## src/rtl/irq_trig_pkg.sv

```systemverilog
package irq_trig_pkg;
    localparam int NUM_LINES = 32;
    localparam int INT_LINES = 16;
    localparam int MAX_EXT   = 16;

    localparam logic [NUM_LINES-1:0] RSV_MASK   = 32'h4000_8787;
    localparam logic [NUM_LINES-1:0] VALID_MASK = ~RSV_MASK;

    localparam logic [7:0] OFS_STATUS  = 8'h30;
    localparam logic [7:0] OFS_PENDING = 8'h34;
    localparam logic [7:0] OFS_ENABLE  = 8'h38;
    localparam logic [7:0] OFS_ACK     = 8'h3C;

    typedef struct packed {
        logic [NUM_LINES-1:0] status;
        logic [NUM_LINES-1:0] enable;
    } core_state_t;

    // Lines that exist: all internal ones plus the first n_ext external ones.
    function automatic logic [NUM_LINES-1:0] present_mask(input int n_ext);
        logic [NUM_LINES-1:0] m;
        for (int i = 0; i < NUM_LINES; i++) begin
            m[i] = (i < INT_LINES + n_ext);
        end
        return m;
    endfunction
endpackage

```

## src/rtl/irq_line_capture.sv

```systemverilog
module irq_line_capture
    import irq_trig_pkg::*;
#(
    parameter logic [NUM_LINES-1:0] EDGE_CFG = '1,
    parameter logic [NUM_LINES-1:0] POL_CFG  = '1,
    parameter logic [NUM_LINES-1:0] PRESENT  = '1
) (
    input  logic                 clk,
    input  logic                 rst_n,
    input  logic [NUM_LINES-1:0] raw,
    output logic [NUM_LINES-1:0] norm,
    output logic [NUM_LINES-1:0] evt
);
    logic [NUM_LINES-1:0] prev_d, prev_q;

    for (genvar i = 0; i < NUM_LINES; i++) begin : g_line
        if (!PRESENT[i]) begin : g_absent
            assign norm[i] = 1'b0;
            assign evt[i]  = 1'b0;
        end else begin : g_present
            // polarity 0 inverts the line so it becomes active high
            assign norm[i] = raw[i] ^ ~POL_CFG[i];
            if (EDGE_CFG[i]) begin : g_edge
                assign evt[i] = norm[i] & ~prev_q[i];
            end else begin : g_level
                assign evt[i] = norm[i];
            end
        end
    end

    always_comb begin
        prev_d = norm;
    end

    always_ff @(posedge clk or negedge rst_n) begin
        if (!rst_n) prev_q <= '0;
        else        prev_q <= prev_d;
    end
endmodule

```

## src/rtl/irq_status_core.sv

```systemverilog
module irq_status_core
    import irq_trig_pkg::*;
(
    input  logic                 clk,
    input  logic                 rst_n,
    input  logic [NUM_LINES-1:0] evt,
    input  logic                 en_we,
    input  logic                 ack_we,
    input  logic [NUM_LINES-1:0] wdata,
    output logic [NUM_LINES-1:0] status,
    output logic [NUM_LINES-1:0] enable,
    output logic [NUM_LINES-1:0] pending,
    output logic                 irq
);
    core_state_t          st_d, st_q;
    logic [NUM_LINES-1:0] clr;

    always_comb begin
        st_d = st_q;
        clr  = ack_we ? wdata : '0;
        if (en_we) st_d.enable = wdata & VALID_MASK;
        // clear first, then new events (level lines re-assert, new edges win)
        st_d.status = ((st_q.status & ~clr) | evt) & VALID_MASK;
    end

    always_ff @(posedge clk or negedge rst_n) begin
        if (!rst_n) st_q <= '0;
        else        st_q <= st_d;
    end

    assign status  = st_q.status;
    assign enable  = st_q.enable;
    assign pending = st_q.status & st_q.enable;
    assign irq     = |pending;
endmodule

```

## src/rtl/irq_bus_port.sv

```systemverilog
module irq_bus_port
    import irq_trig_pkg::*;
#(
    parameter int ADDR_W = 8
) (
    input  logic                 bus_en,
    input  logic                 bus_we,
    input  logic [ADDR_W-1:0]    bus_addr,
    input  logic [NUM_LINES-1:0] status,
    input  logic [NUM_LINES-1:0] pending,
    input  logic [NUM_LINES-1:0] enable,
    output logic                 en_we,
    output logic                 ack_we,
    output logic [NUM_LINES-1:0] rdata
);
    logic aligned;

    always_comb begin
        aligned = (bus_addr[1:0] == 2'b00);
        en_we   = bus_en && bus_we && aligned && (bus_addr == ADDR_W'(OFS_ENABLE));
        ack_we  = bus_en && bus_we && aligned && (bus_addr == ADDR_W'(OFS_ACK));
        rdata   = '0;
        if (bus_en && !bus_we && aligned) begin
            if (bus_addr == ADDR_W'(OFS_STATUS))       rdata = status;
            else if (bus_addr == ADDR_W'(OFS_PENDING)) rdata = pending;
            else if (bus_addr == ADDR_W'(OFS_ENABLE))  rdata = enable;
        end
    end
endmodule

```

## src/rtl/irq_trigger_ctrl.sv

```systemverilog
module irq_trigger_ctrl
    import irq_trig_pkg::*;
#(
    parameter int          NUM_EXT  = 16,
    parameter logic [15:0] EXT_EDGE = 16'h00FF,
    parameter logic [15:0] EXT_POL  = 16'h0F0F,
    parameter int          ADDR_W   = 8
) (
    input  logic                 clk,
    input  logic                 rst_n,
    input  logic [NUM_LINES-1:0] irq_in,
    input  logic                 bus_en,
    input  logic                 bus_we,
    input  logic [ADDR_W-1:0]    bus_addr,
    input  logic [NUM_LINES-1:0] bus_wdata,
    output logic [NUM_LINES-1:0] bus_rdata,
    output logic                 irq_out
);
    localparam logic [NUM_LINES-1:0] EDGE_ALL = {EXT_EDGE, 16'hFFFF};
    localparam logic [NUM_LINES-1:0] POL_ALL  = {EXT_POL, 16'hFFFF};
    localparam logic [NUM_LINES-1:0] PRESENT  = present_mask(NUM_EXT);

    logic [NUM_LINES-1:0] norm_w, evt_w, status_w, enable_w, pending_w;
    logic [NUM_LINES-1:0] level_cfg_w;
    logic                 en_we_w, ack_we_w;

    assign level_cfg_w = ~EDGE_ALL & PRESENT;

    irq_line_capture #(
        .EDGE_CFG(EDGE_ALL), .POL_CFG(POL_ALL), .PRESENT(PRESENT)
    ) u_capture (
        .clk(clk), .rst_n(rst_n), .raw(irq_in), .norm(norm_w), .evt(evt_w)
    );

    irq_status_core u_core (
        .clk(clk), .rst_n(rst_n), .evt(evt_w),
        .en_we(en_we_w), .ack_we(ack_we_w), .wdata(bus_wdata),
        .status(status_w), .enable(enable_w), .pending(pending_w), .irq(irq_out)
    );

    irq_bus_port #(.ADDR_W(ADDR_W)) u_bus (
        .bus_en(bus_en), .bus_we(bus_we), .bus_addr(bus_addr),
        .status(status_w), .pending(pending_w), .enable(enable_w),
        .en_we(en_we_w), .ack_we(ack_we_w), .rdata(bus_rdata)
    );
endmodule

```

## config.mk

```make
export PLATFORM = sky130hd
export DESIGN_NAME = irq_trigger_ctrl
export DESIGN_NICKNAME = d
export VERILOG_FILES = /design/src/rtl/irq_trig_pkg.sv /design/src/rtl/irq_line_capture.sv /design/src/rtl/irq_status_core.sv /design/src/rtl/irq_bus_port.sv /design/src/rtl/irq_trigger_ctrl.sv
export SDC_FILE = /design/constraint.sdc
export NUM_CORES = 1
export LEC_CHECK = 0
export ABC_AREA = 0
export BUFFER_PORTS_ARGS = -buffer_cell sky130_fd_sc_hd__buf_2
export CAP_MARGIN = 20
export CORE_ASPECT_RATIO = 1.1
export CORE_MARGIN = 1.5
export CORE_UTILIZATION = 45
export DETAILED_ROUTE_END_ITERATION = 10
export PLACE_DENSITY = 0.76
export SLEW_MARGIN = 20
export SYNTH_ARGS = -nofsm -noshare
export SYNTH_HDL_FRONTEND = slang
export SYNTH_SLANG_ARGS = --single-unit
export TNS_END_PERCENT = 1
```

## constraint.sdc

```tcl
create_clock -name clk -period 1.32 [get_ports clk]
set_clock_uncertainty 0.1 [all_clocks]
set_input_delay 0 -clock clk [delete_from_list [all_inputs] [get_ports clk]]
set_output_delay 0 -clock clk [all_outputs]
set_load 0.03 [all_outputs]
```

* After elaboration in Yosys (flattened, before gate mapping) *
Cells that the tools add are included.

cells by class
  eq/ne operators = 4
  multipliers = 0
  shift-type cells = 0
  add/sub/neg operators = 0
  reduce and logical (&&, ||, !) cells = 9
  mux-type cells = 5
  magnitude comparators = 0
  divide/modulo/power cells = 0
  bitwise gates (word level) = 60

operators with widths
  operator            number
  $mux 32             5
  $and 32x32->32      2
  $eq 8x6->1 const B  4
  $not 1->1           32
  $not 32->32         1
  $or 32x32->32       1
  $reduce_or 32->1    1
  $and 1x1->1         24
  $logic_and 1x1->1   6
  $logic_not 2->1     1
  $logic_not 1->1     1

storage, ports and cells
  bits in registers = 70
  bits in writable memories = 0
  ROM bits = 0
  memories kept = 0
  input bits = 76
  bits in latches = 0

* Logic depth before layout (Yosys ltp) *
Gate-level depths: netlist of run 1.

  depth after elaboration = 7
  depth in mapped cells = 6

* By module *
Synthesis of run 1 repeated with hierarchy kept, for this count alone.

unflattened totals
  cells, all modules = 420
  area, all modules = 4329.2 um^2

modules (own cells, without submodules)
  module            instances  area an instance (um^2)  cells each
  irq_status_core   1          2120.8                   180
  irq_line_capture  1          1161.1                   88
  irq_bus_port      1          1047.3                   152

* Worst setup path before layout of run 1 *
Ideal clock, no wire load.

  path kind = input port to output port
  start point = input bus_addr[7]
  end point = output bus_rdata[11]
  arrival = 1534 ps
  buffers on the path = 3
  required time = 1220 ps
  setup slack = -314 ps
  stages on the path = 6
  cell sequence = or3b_1 buf_6 or3_1 clkbuf_1 buf_2 nor2_1

on the way
  word-level cells in the longest chain between the ends = 5

ends and longest elaborated chain
  item                line                    RTL
  start: declaration  irq_trigger_ctrl.sv:14  input logic [ADDR_W-1:0] bus_addr,
  $eq 8x6->1          irq_bus_port.sv:26      else if (bus_addr == ADDR_W'(OFS_ENABLE)) rdata = enable;
  $mux 32             irq_bus_port.sv:26
  $mux 32             irq_bus_port.sv:25      else if (bus_addr == ADDR_W'(OFS_PENDING)) rdata = pending;
  $mux 32 *           irq_bus_port.sv:24      if (bus_addr == ADDR_W'(OFS_STATUS)) rdata = status;
  $mux 32 *           irq_bus_port.sv:23      if (bus_en && !bus_we && aligned) begin
  end: declaration    irq_trigger_ctrl.sv:16  output logic [NUM_LINES-1:0] bus_rdata,

Every way passes the cells marked *; elsewhere a longest branch is shown, timed or not.

* Worst setup path after layout of run 1 *
  start point = register u_core.st_q (netlist bit u_core.status[28])
  end point = output irq_out

on the way
  word-level cells in the longest chain between the ends = 2

ends and longest elaborated chain
  item                      line                    RTL
  start: declaration        irq_status_core.sv:15   core_state_t st_d, st_q;
  start signal: assignment  irq_status_core.sv:28   else st_q <= st_d;
  $and 32x32->32            irq_status_core.sv:33   assign pending = st_q.status & st_q.enable;
  $reduce_or 32->1          irq_status_core.sv:34   assign irq = |pending;
  end: declaration          irq_trigger_ctrl.sv:17  output logic irq_out

Every way passes these cells.

==> results of run 1 <==
## area by class of cell
type / count / area (sq um)
clock inverter: 1 / 5.00
inverter: 17 / 63.8
tap: 82 / 103
fill: 474 / 1820
clock buffer: 13 / 169
multi-input combinational: 192 / 1450
timing repair buffer: 190 / 1430
sequential: 62 / 1550
## registers in the layout (all words and copies together) (netlist names)
name,flops
u_core.status,23
u_core.enable,23
u_capture.prev_q,16
## critical path, stage by stage, from the launching register on
cell     delay (ps)
dfrtp_1         390
a22oi_1         320
nand4_1         130
or3_4           410
buf_6           150
## final timing paths
| path | start | endpoint | slack (ps) | cells past startpoint |
|---|---|---|---|---|
| max reg2reg | u_core.enable[12] | u_core.enable[12] | 200 | 3 |
| min | rst_n | u_capture.prev_q[20] | 100 | 3 |
| min in group clk | bus_addr[6] | u_core.status[29] | 120 | 5 |
| max | u_core.status[28] | irq_out | -520 | 4 |
| min reg2reg | u_capture.prev_q[13] | u_core.status[13] | 310 | 1 |
| max in group asynchronous | rst_n | u_capture.prev_q[3] | 750 | 3 |
## layout by cell type, fill, tap and decap left out, types with 17 or more instances in the layout
| master | synthesis | routed |
|---|---|---|
| buf_2 | 5 | 74 |
| dfrtp_1 | 62 | 62 |
| buf_4 | 9 | 58 |
| dlygate4sd3_1 | 0 | 47 |
| nand2_1 | 27 | 27 |
| nand2b_1 | 27 | 25 |
| o41ai_1 | 23 | 23 |
| mux2_2 | 23 | 23 |
| nor2_2 | 0 | 20 |
| inv_1 | 17 | 17 |
## where the power goes
part           switching [uW]  internal, uW  leakage (uW)
clock network             684           812     0.0000914
registers                18.3          1950      0.000707
logic                     357           334       0.00141
total                    1060          3090       0.00221
## logic make-up after synthesis
logic type	synth area share, %
AOI/OAI and AO/OA	18.6
buffers and inverters	7.92
DFF	50.7
muxes	8.46
other	0.122
and+or+nand+nor	14.3
## layer usage
metal	share of wire, %	wire length [microns]	vias up	track usage (%)
li1	-	-	1410	-
met4	2.9	267	0	12.5
met2	51	4720	128	45.5
met5	0	0	-	0
met1	41	3820	1439	32.8
met3	5.3	498	23	5.10
## through the flow
step | setup TNS (ps) | cells | power, uW
after detailed placement | -17080 | 494 | 2520
after floorplan | -11610 | 302 | 2270
after global placement | -15200 | 494 | 2500
final | -5960 | 557 | 4150
after global routing | -7310 | 557 | 4320
after CTS | -5720 | 556 | 4140
## what timing repair did
item | 4_1_cts | 5_1_grt
endpoints found under the hold margin | 124 | 0
hold buffers | 47 | 0
resized for setup | 26 | 6
buffers inserted | 1 | 1
pin swaps | 7 | 7
endpoints found under the setup margin | 24 | 24
==> flow_summary.ini, run 1 <==
[yosys]
post_synth_design_cell_area_sq_um = 3060
synth_edf_count = 0
synth_top_cells_by_count = dfrtp_1, nand2_1, nand2b_1
synth_area_leader_cell = dfrtp_1
synth-main-ff-cell = dfrtp_1
yosysMostFrequentCell = dfrtp_1
ys_seq_area_share_pct = 50.7
syn-instance-count = 294
avg_inst_size_synth_sq_um = 10.4
netlist.area_leader.share_pct = 50.7
synthesis.yosys.warnings = 0
synthArstFlopShare_pct = 100
ys_top_cells_by_area = dfrtp_1, mux2_2, o41ai_1
synth.distinct_cells = 25
synth-seq-cells = 62

[floorplanning]
design.die.area_sq_um = 7310
chipHeight_microns = 89.5
num_io_pins = 109
std_cell_rows = 31
core_area_sq_um = 6590
die_width_microns = 81.7
start_util_pct = 46.5

[sta]
setup_slack_ps = -519
grt_setup_unrepaired = true
fin_hold_ws_ps = 104
timing_max_transition_violations_final = 0
report.final.hold_viol_count = 0
final.period_utilization_pct = 139
max_freq_mhz = 544
finalSetupViolations = 24
finalCriticalPeriod_ps = 1840

[cells_and_area]
nNetsFinal = 548
area_overhead_of_the_layout_relative_to_synthesis_pct = 55.8
layout-drive-gt1-share_pct = 45.5
finalCoreUtilization_pct = 72.4
finalInstanceArea_sq_um = 4770
antenna_cells_inserted = 0

[setup_path]
critical_path.endpoint_type = primary output
required_ps = 1220
critical_path_class = reg2out
worst_setup_path_start_kind = flop
critical_path_peak_fanout = 2
arrival_ps = 1740

[route]
drt-pass1-iter-count = 4
routed_via_density = 5.39
routedWlPerCell_microns = 16.7
routed-via-count = 3000
drt.antenna.violating_nets = 0
drc = 0
detailedRoute.firstIterationViolations = 203
drt-total-wl_microns = 9310

[clock_network]
clock_insertion_delay_worst_skew_ps = 330
cts_made_buffers = 9
h-tree-depth = 3
clockRootBuffer = clkbuf_8
worst_setup_hold_path_clk_slew_ps = 70
clock_tree_from_tritoncts = done
cts-root-to-sink-buffers = 2
cts_sinks = 62

[global_route]
grt_pass1_vias = 3065
grt_antenna_before_repair = 0
first_pass_grt_wire_length_microns = 14300
grtUsageTotal_pct = 26.7
grt_max_degree = 63
grt_remaining_overflow = 0

[flow_run]
max-cap-violations = 0

[status]
result_of_the_run = complete, but fails checks
violated_checks = setup timing

[placed_design]
dp_worst_setup_slack_ps = -333
dpl_cell_area_sq_um = 3960
count_of_input_and_output_buffers = 81
dp.final_hpwl_microns = 5890
gp_congestion = 0.838

[hold_path]
hold_path_class = in2async

[pwr]
pwr_density_cell_nw_per_um2 = 870
leakagePower_uw = 0.00221
vdd_drop_max_mv = 0.596
Note: power is estimated with default switching activity, not from simulation.
==> run 2, diff against run 1 <==
--- a/config.mk
+++ b/config.mk
@@ -8,11 +8,14 @@
 export ABC_AREA = 0
 export BUFFER_PORTS_ARGS = -buffer_cell sky130_fd_sc_hd__buf_2
 export CAP_MARGIN = 20
+export CELL_PAD_IN_SITES_DETAIL_PLACEMENT = 0
+export CELL_PAD_IN_SITES_GLOBAL_PLACEMENT = 1
 export CORE_ASPECT_RATIO = 1.1
 export CORE_MARGIN = 1.5
-export CORE_UTILIZATION = 45
+export CORE_UTILIZATION = 34
+export CTS_CLUSTER_SIZE = 10
 export DETAILED_ROUTE_END_ITERATION = 10
-export PLACE_DENSITY = 0.76
+export PLACE_DENSITY_LB_ADDON = 0.1
 export SLEW_MARGIN = 20
 export SYNTH_ARGS = -nofsm -noshare
 export SYNTH_HDL_FRONTEND = slang
==> run 2 against run 1 <==
The flow still finishes with violations (setup timing). Wire length grew 0.93%. Cell count grew 5.0%. Maximum frequency shrank 0.76%. Setup slack lost 14 ps. Die area grew 31%. Sequential share of layout area shrank 0.39 points. Count of clock-buffer cells in the layout shrank 2. Sequential power is essentially flat. Critical path type unchanged. Critical endpoint unchanged. Largest power group is now the clock network.
==> flow_summary.ini, run 2 (synthesis gave the netlist of run 1 again) <==
[sta]
timing.max_slew.rel_slack_pct = 55.9
grt_setup_unrepaired = true
max_freq_mhz = 540
final.period_utilization_pct = 140
transition_time_of_the_tightest_slew_check_pin_ps = 661
report.final.hold_viol_count = 0
setup_slack_ps = -533
finalSetupViolations = 24
fin_hold_ws_ps = 105
timing_max_transition_violations_final = 0
finalCriticalPeriod_ps = 1850

[route]
routed_via_density = 5.02
drc = 0
detailedRoute.firstIterationViolations = 146
drt-total-wl_microns = 9400
routedWlPerCell_microns = 16.1
drt.antenna.violating_nets = 0
routed-via-count = 2939
drt-pass1-iter-count = 5

[floorplanning]
chipHeight_microns = 103
start_util_pct = 34.9
core_area_sq_um = 8780
std_cell_rows = 36
design.die.area_sq_um = 9590
die_width_microns = 93.5
num_io_pins = 109

[pwr]
pwr_density_cell_nw_per_um2 = 986
leakagePower_uw = 0.00221
sum_of_internal_switching_and_leakage_power_uw = 4760
vdd_drop_max_mv = 0.567

[global_route]
grt_antenna_before_repair = 0
first_pass_grt_wire_length_microns = 15000
grtUsageTotal_pct = 20.7
grt_max_degree = 63
grt_pass1_vias = 2936
grt_remaining_overflow = 0

[cells_and_area]
area_overhead_of_the_layout_relative_to_synthesis_pct = 57.6
layout-drive-gt1-share_pct = 43.7
mostFrequentLayoutCells = buf_2, dfrtp_1, buf_4, dlygate4sd3_1
finalInstanceArea_sq_um = 4830
antenna_cells_inserted = 0
nNetsFinal = 542
layout_commonest_cell = buf_2

[placed_design]
dp.final_hpwl_microns = 6130
gp_congestion = 0.832
count_of_input_and_output_buffers = 81
dpl_cell_area_sq_um = 3970

[setup_path]
critical_path_class = reg2out
r2r_setup_slack_ps = 210
worst_setup_path_start_kind = flop
critical_path_peak_fanout = 2
arrival_ps = 1750
required_ps = 1220
critical_path.endpoint_type = primary output

[clock_network]
cts_made_buffers = 9
cts_sinks = 62
clock_tree_from_tritoncts = done
h-tree-depth = 3
worst_setup_hold_path_clk_slew_ps = 70
cts-root-to-sink-buffers = 2
clockRootBuffer = clkbuf_8
clock_insertion_delay_worst_skew_ps = 330

[hold_path]
hold_path_class = in2async

[status]
result_of_the_run = complete, but fails checks
violated_checks = setup timing

[flow_run]
max-cap-violations = 0
-- run 2: what timing repair did --
| item | 4_1_cts | 5_1_grt |
|---|---|---|
| hold buffers | 47 | 0 |
| setup buffers | 0 | 1 |
| pin swaps | 6 | 7 |
| setup endpoints to repair | 24 | 24 |
| gates resized for setup | 25 | 7 |
| endpoints found under the hold margin | 124 | 0 |
-- run 2: area by class of cell --
class	instances	area, sq um
fill	838	3960
multi-input combinational	192	1420
tap	114	143
timing repair buffer	184	1400
inverter	17	63.8
sequential	62	1550
clock buffer	11	151
clock inverter	5	105
-- run 2: path summary, 6_finish.rpt --
path	startpoint	end	cells after the start
max	u_core.enable[12]	irq_out	4
min	rst_n	u_core.status[27]	3
max reg2reg	u_core.enable[12]	u_core.enable[12]	3
min reg2reg	u_capture.prev_q[13]	u_core.status[13]	1
max in group asynchronous	rst_n	u_core.status[18]	3
min in group clk	bus_addr[4]	u_core.status[20]	5
-- run 2: per-layer routing --
layer	track usage, %	part of all wire (%)	vias up
li1	-	-	1391
met3	4.20	4.8	3
met4	5.36	0.28	0
met2	34.1	49	88
met1	28.1	46	1457
met5	0	0	-
-- run 2: power breakdown --
part           switching [uW]  internal, uW  leakage, uW
Sequential               18.1          1940     0.000707
Clock                     770          1360     0.000122
Combinational             342           328      0.00138
-- run 2: critical path, cell delays in order, from the launching register on --
cell	delay (ps)
dfrtp_1	390
a222oi_1	400
nand3_1	120
or3_4	350
buf_6	150
-- run 2: through the flow --
stage               instances  setup TNS [ps]  setup WS (ps)  util (%)
global placement          521          -18480           -352      45.1
finish                    585           -5290           -533      55.0
detailed placement        521          -18950           -348      45.1
CTS                       584           -5650           -571      54.3
floorplan                 302          -11610           -275         -
global route              585           -7310           -635      55.0
==> run 3, diff against run 2 <==
--- a/config.mk
+++ b/config.mk
@@ -8,11 +8,11 @@
 export ABC_AREA = 0
 export BUFFER_PORTS_ARGS = -buffer_cell sky130_fd_sc_hd__buf_2
 export CAP_MARGIN = 20
-export CELL_PAD_IN_SITES_DETAIL_PLACEMENT = 0
-export CELL_PAD_IN_SITES_GLOBAL_PLACEMENT = 1
+export CELL_PAD_IN_SITES_DETAIL_PLACEMENT = 1
+export CELL_PAD_IN_SITES_GLOBAL_PLACEMENT = 2
 export CORE_ASPECT_RATIO = 1.1
 export CORE_MARGIN = 1.5
-export CORE_UTILIZATION = 34
+export CORE_UTILIZATION = 30
 export CTS_CLUSTER_SIZE = 10
 export DETAILED_ROUTE_END_ITERATION = 10
 export PLACE_DENSITY_LB_ADDON = 0.1
==> constraint.sdc (replaced) <==
create_clock -name clk -period 2.1 [get_ports clk]
set_clock_uncertainty 0.1 [all_clocks]
set_input_delay 0 -clock clk [delete_from_list [all_inputs] [get_ports clk]]
set_output_delay 0 -clock clk [all_outputs]
set_load 0.03 [all_outputs]
==> run 3 against run 2 <==
The run now ends clean. Combinational power fell by 45%. Critical path type unchanged. Sequential share of layout area rose by 4.1 points. Via count fell by 6.6%.
==> flow_summary.ini, run 3 (synthesis gave the netlist of run 1 again) <==
[setup_path]
cpMaxStageDelayCell = dfrtp_1
worst-path-buf-inv = 1
arrival_ps = 1800
critical_path_peak_fanout = 4
critical_path.max_stage_delay_ps = 400
path_cells = a222oi_1 > nand3_1 > or3_1 > buf_2
critical_path.endpoint_type = primary output
critical_path_class = reg2out
worst_setup_path_start_kind = flop
critPathTopFamily = simple AND/OR/NAND/NOR gates
required_ps = 2000

[floorplanning]
start_util_pct = 31.0
die_width_microns = 99.3
std_cell_rows = 38
num_io_pins = 109
chipHeight_microns = 109
core_area_sq_um = 9890
design.die.area_sq_um = 10800

[global_route]
grtUsageTotal_pct = 18.9
grt_pass1_vias = 2959
grt_max_degree = 31
grt_antenna_before_repair = 0
first_pass_grt_wire_length_microns = 15500
grt_remaining_overflow = 0

[route]
drt-pass1-iter-count = 4
detail_route.wirelength.met1_microns = 4510
routedWlPerCell_microns = 17.7
wl_met3_microns = 304
routed-via-count = 2744
drt-total-wl_microns = 9780
drt.antenna.violating_nets = 0
detailedRoute.firstIterationViolations = 83
routed-wl-met2_microns = 4860
routed_via_density = 4.95
drc = 0
top_routing_layer_used = met4

[pwr]
switching_share_pct = 26.3
power.internal_uw = 1840
pwr_density_cell_nw_per_um2 = 581
leakagePower_uw = 0.00194
vdd_drop_max_mv = 0.365
power.share.clock_pct = 35.5
netSwitchingPower_uw = 654
combinationalPowerShare_pct = 14.8
proportion_of_power_drawn_by_flip_flops_and_latches_pct = 49.7

[status]
result_of_the_run = finished clean

[placed_design]
gp_congestion = 0.716
dp_worst_setup_slack_ps = 336
dp.final_hpwl_microns = 6310
count_of_input_and_output_buffers = 81

[cells_and_area]
area_overhead_of_the_layout_relative_to_synthesis_pct = 39.9
layout_commonest_cell = buf_2
mostFrequentLayoutCells = buf_2, dfrtp_1, dlygate4sd3_1, nand2b_1, nand2_1
antenna_cells_inserted = 0
nFillCells = 1169
multi_input_comb_area_sq_um = 1300
layout.area.seq_sq_um = 1550
nNetsFinal = 507
layout-drive-gt1-share_pct = 30.4

[sta]
finalSetupViolations = 0
report.final.hold_viol_count = 0
max_freq_mhz = 526
finalCriticalPeriod_ps = 1900
setup_total_negative_slack_ps = 0
setup_slack_ps = 200
grt_setup_unrepaired = false
timing_max_transition_violations_final = 0
final.period_utilization_pct = 90.5

[clock_network]
cts-root-to-sink-buffers = 2
h-tree-depth = 3
post_cts_sizing_count = 0
cts_made_buffers = 9
cts-hold-fix-buffers = 54
clockRootBuffer = clkbuf_8
post-cts-setup-buffers = 0
worst_setup_hold_path_clk_slew_ps = 70
cts_sinks = 62
clock_tree_from_tritoncts = done
clock_insertion_delay_worst_skew_ps = 330

[hold_path]
hold_path_class = in2async

[flow_run]
max-cap-violations = 0
## run 3: cell types whose count changed in the layout (fill, tap and decap cells not counted), sizes merged
cell	change
clkbuf	+1
bufinv	-3
dlygate4sd3	+7
clkinv	+2
clkinvlp	-2
buf	-42
## run 3: path summary, 6_finish.rpt
path	slack (ps)	from	endpoint	depth (start not counted)
min in group clk	60	bus_addr[2]	u_core.status[19]	4
max in group asynchronous	1280	rst_n	u_core.status[31]	3
hold / removal	20	rst_n	u_core.status[21]	2
hold reg to reg	320	u_capture.prev_q[11]	u_core.status[11]	1
setup reg to reg	700	u_core.status[28]	u_core.status[28]	3
setup / recovery	200	u_core.enable[12]	irq_out	4
## run 3: per-layer routing
metal  vias to the layer above  GRT usage [%]
met5                         -              0
met4                         0           6.84
met3                         7           2.37
met2                        59           32.7
met1                      1350           24.4
li1                       1328              -
## run 3: power by group through the flow
stage / clock network (uW) / registers [uW] / logic, uW
4_1_cts: 915 / 1240 / 374
6_report: 884 / 1240 / 368
3_3_place_gp: 0 / 1260 / 301
3_5_place_dp: 0 / 1260 / 306
5_1_grt: 964 / 1240 / 409
2_1_floorplan: 0 / 1260 / 169
## run 3: per-stage QoR
| stage | util, % | cell area [sq um] | power, uW | std cells | hold WS [ps] |
|---|---|---|---|---|---|
| 2_1_floorplan | - | 3090 | 1420 | 302 | -396 |
| 3_3_place_gp | 36.3 | 3590 | 1560 | 486 | -159 |
| 4_1_cts | 43.3 | 4290 | 2530 | 554 | 18.1 |
| 5_1_grt | 43.3 | 4290 | 2610 | 554 | 63.6 |
| 6_report | 43.3 | 4290 | 2490 | 554 | 18.6 |
| 3_5_place_dp | 36.3 | 3590 | 1570 | 486 | -155 |
## run 3: area by class of cell
class	count	share of cell area, %
Clock buffer	12	3.39
Clock inverter	2	0.234
Inverter	17	1.49
Multi-Input combinational cell	192	30.4
Sequential cell	62	36.2
Tap cell	120	3.50
Timing Repair Buffer	149	24.8
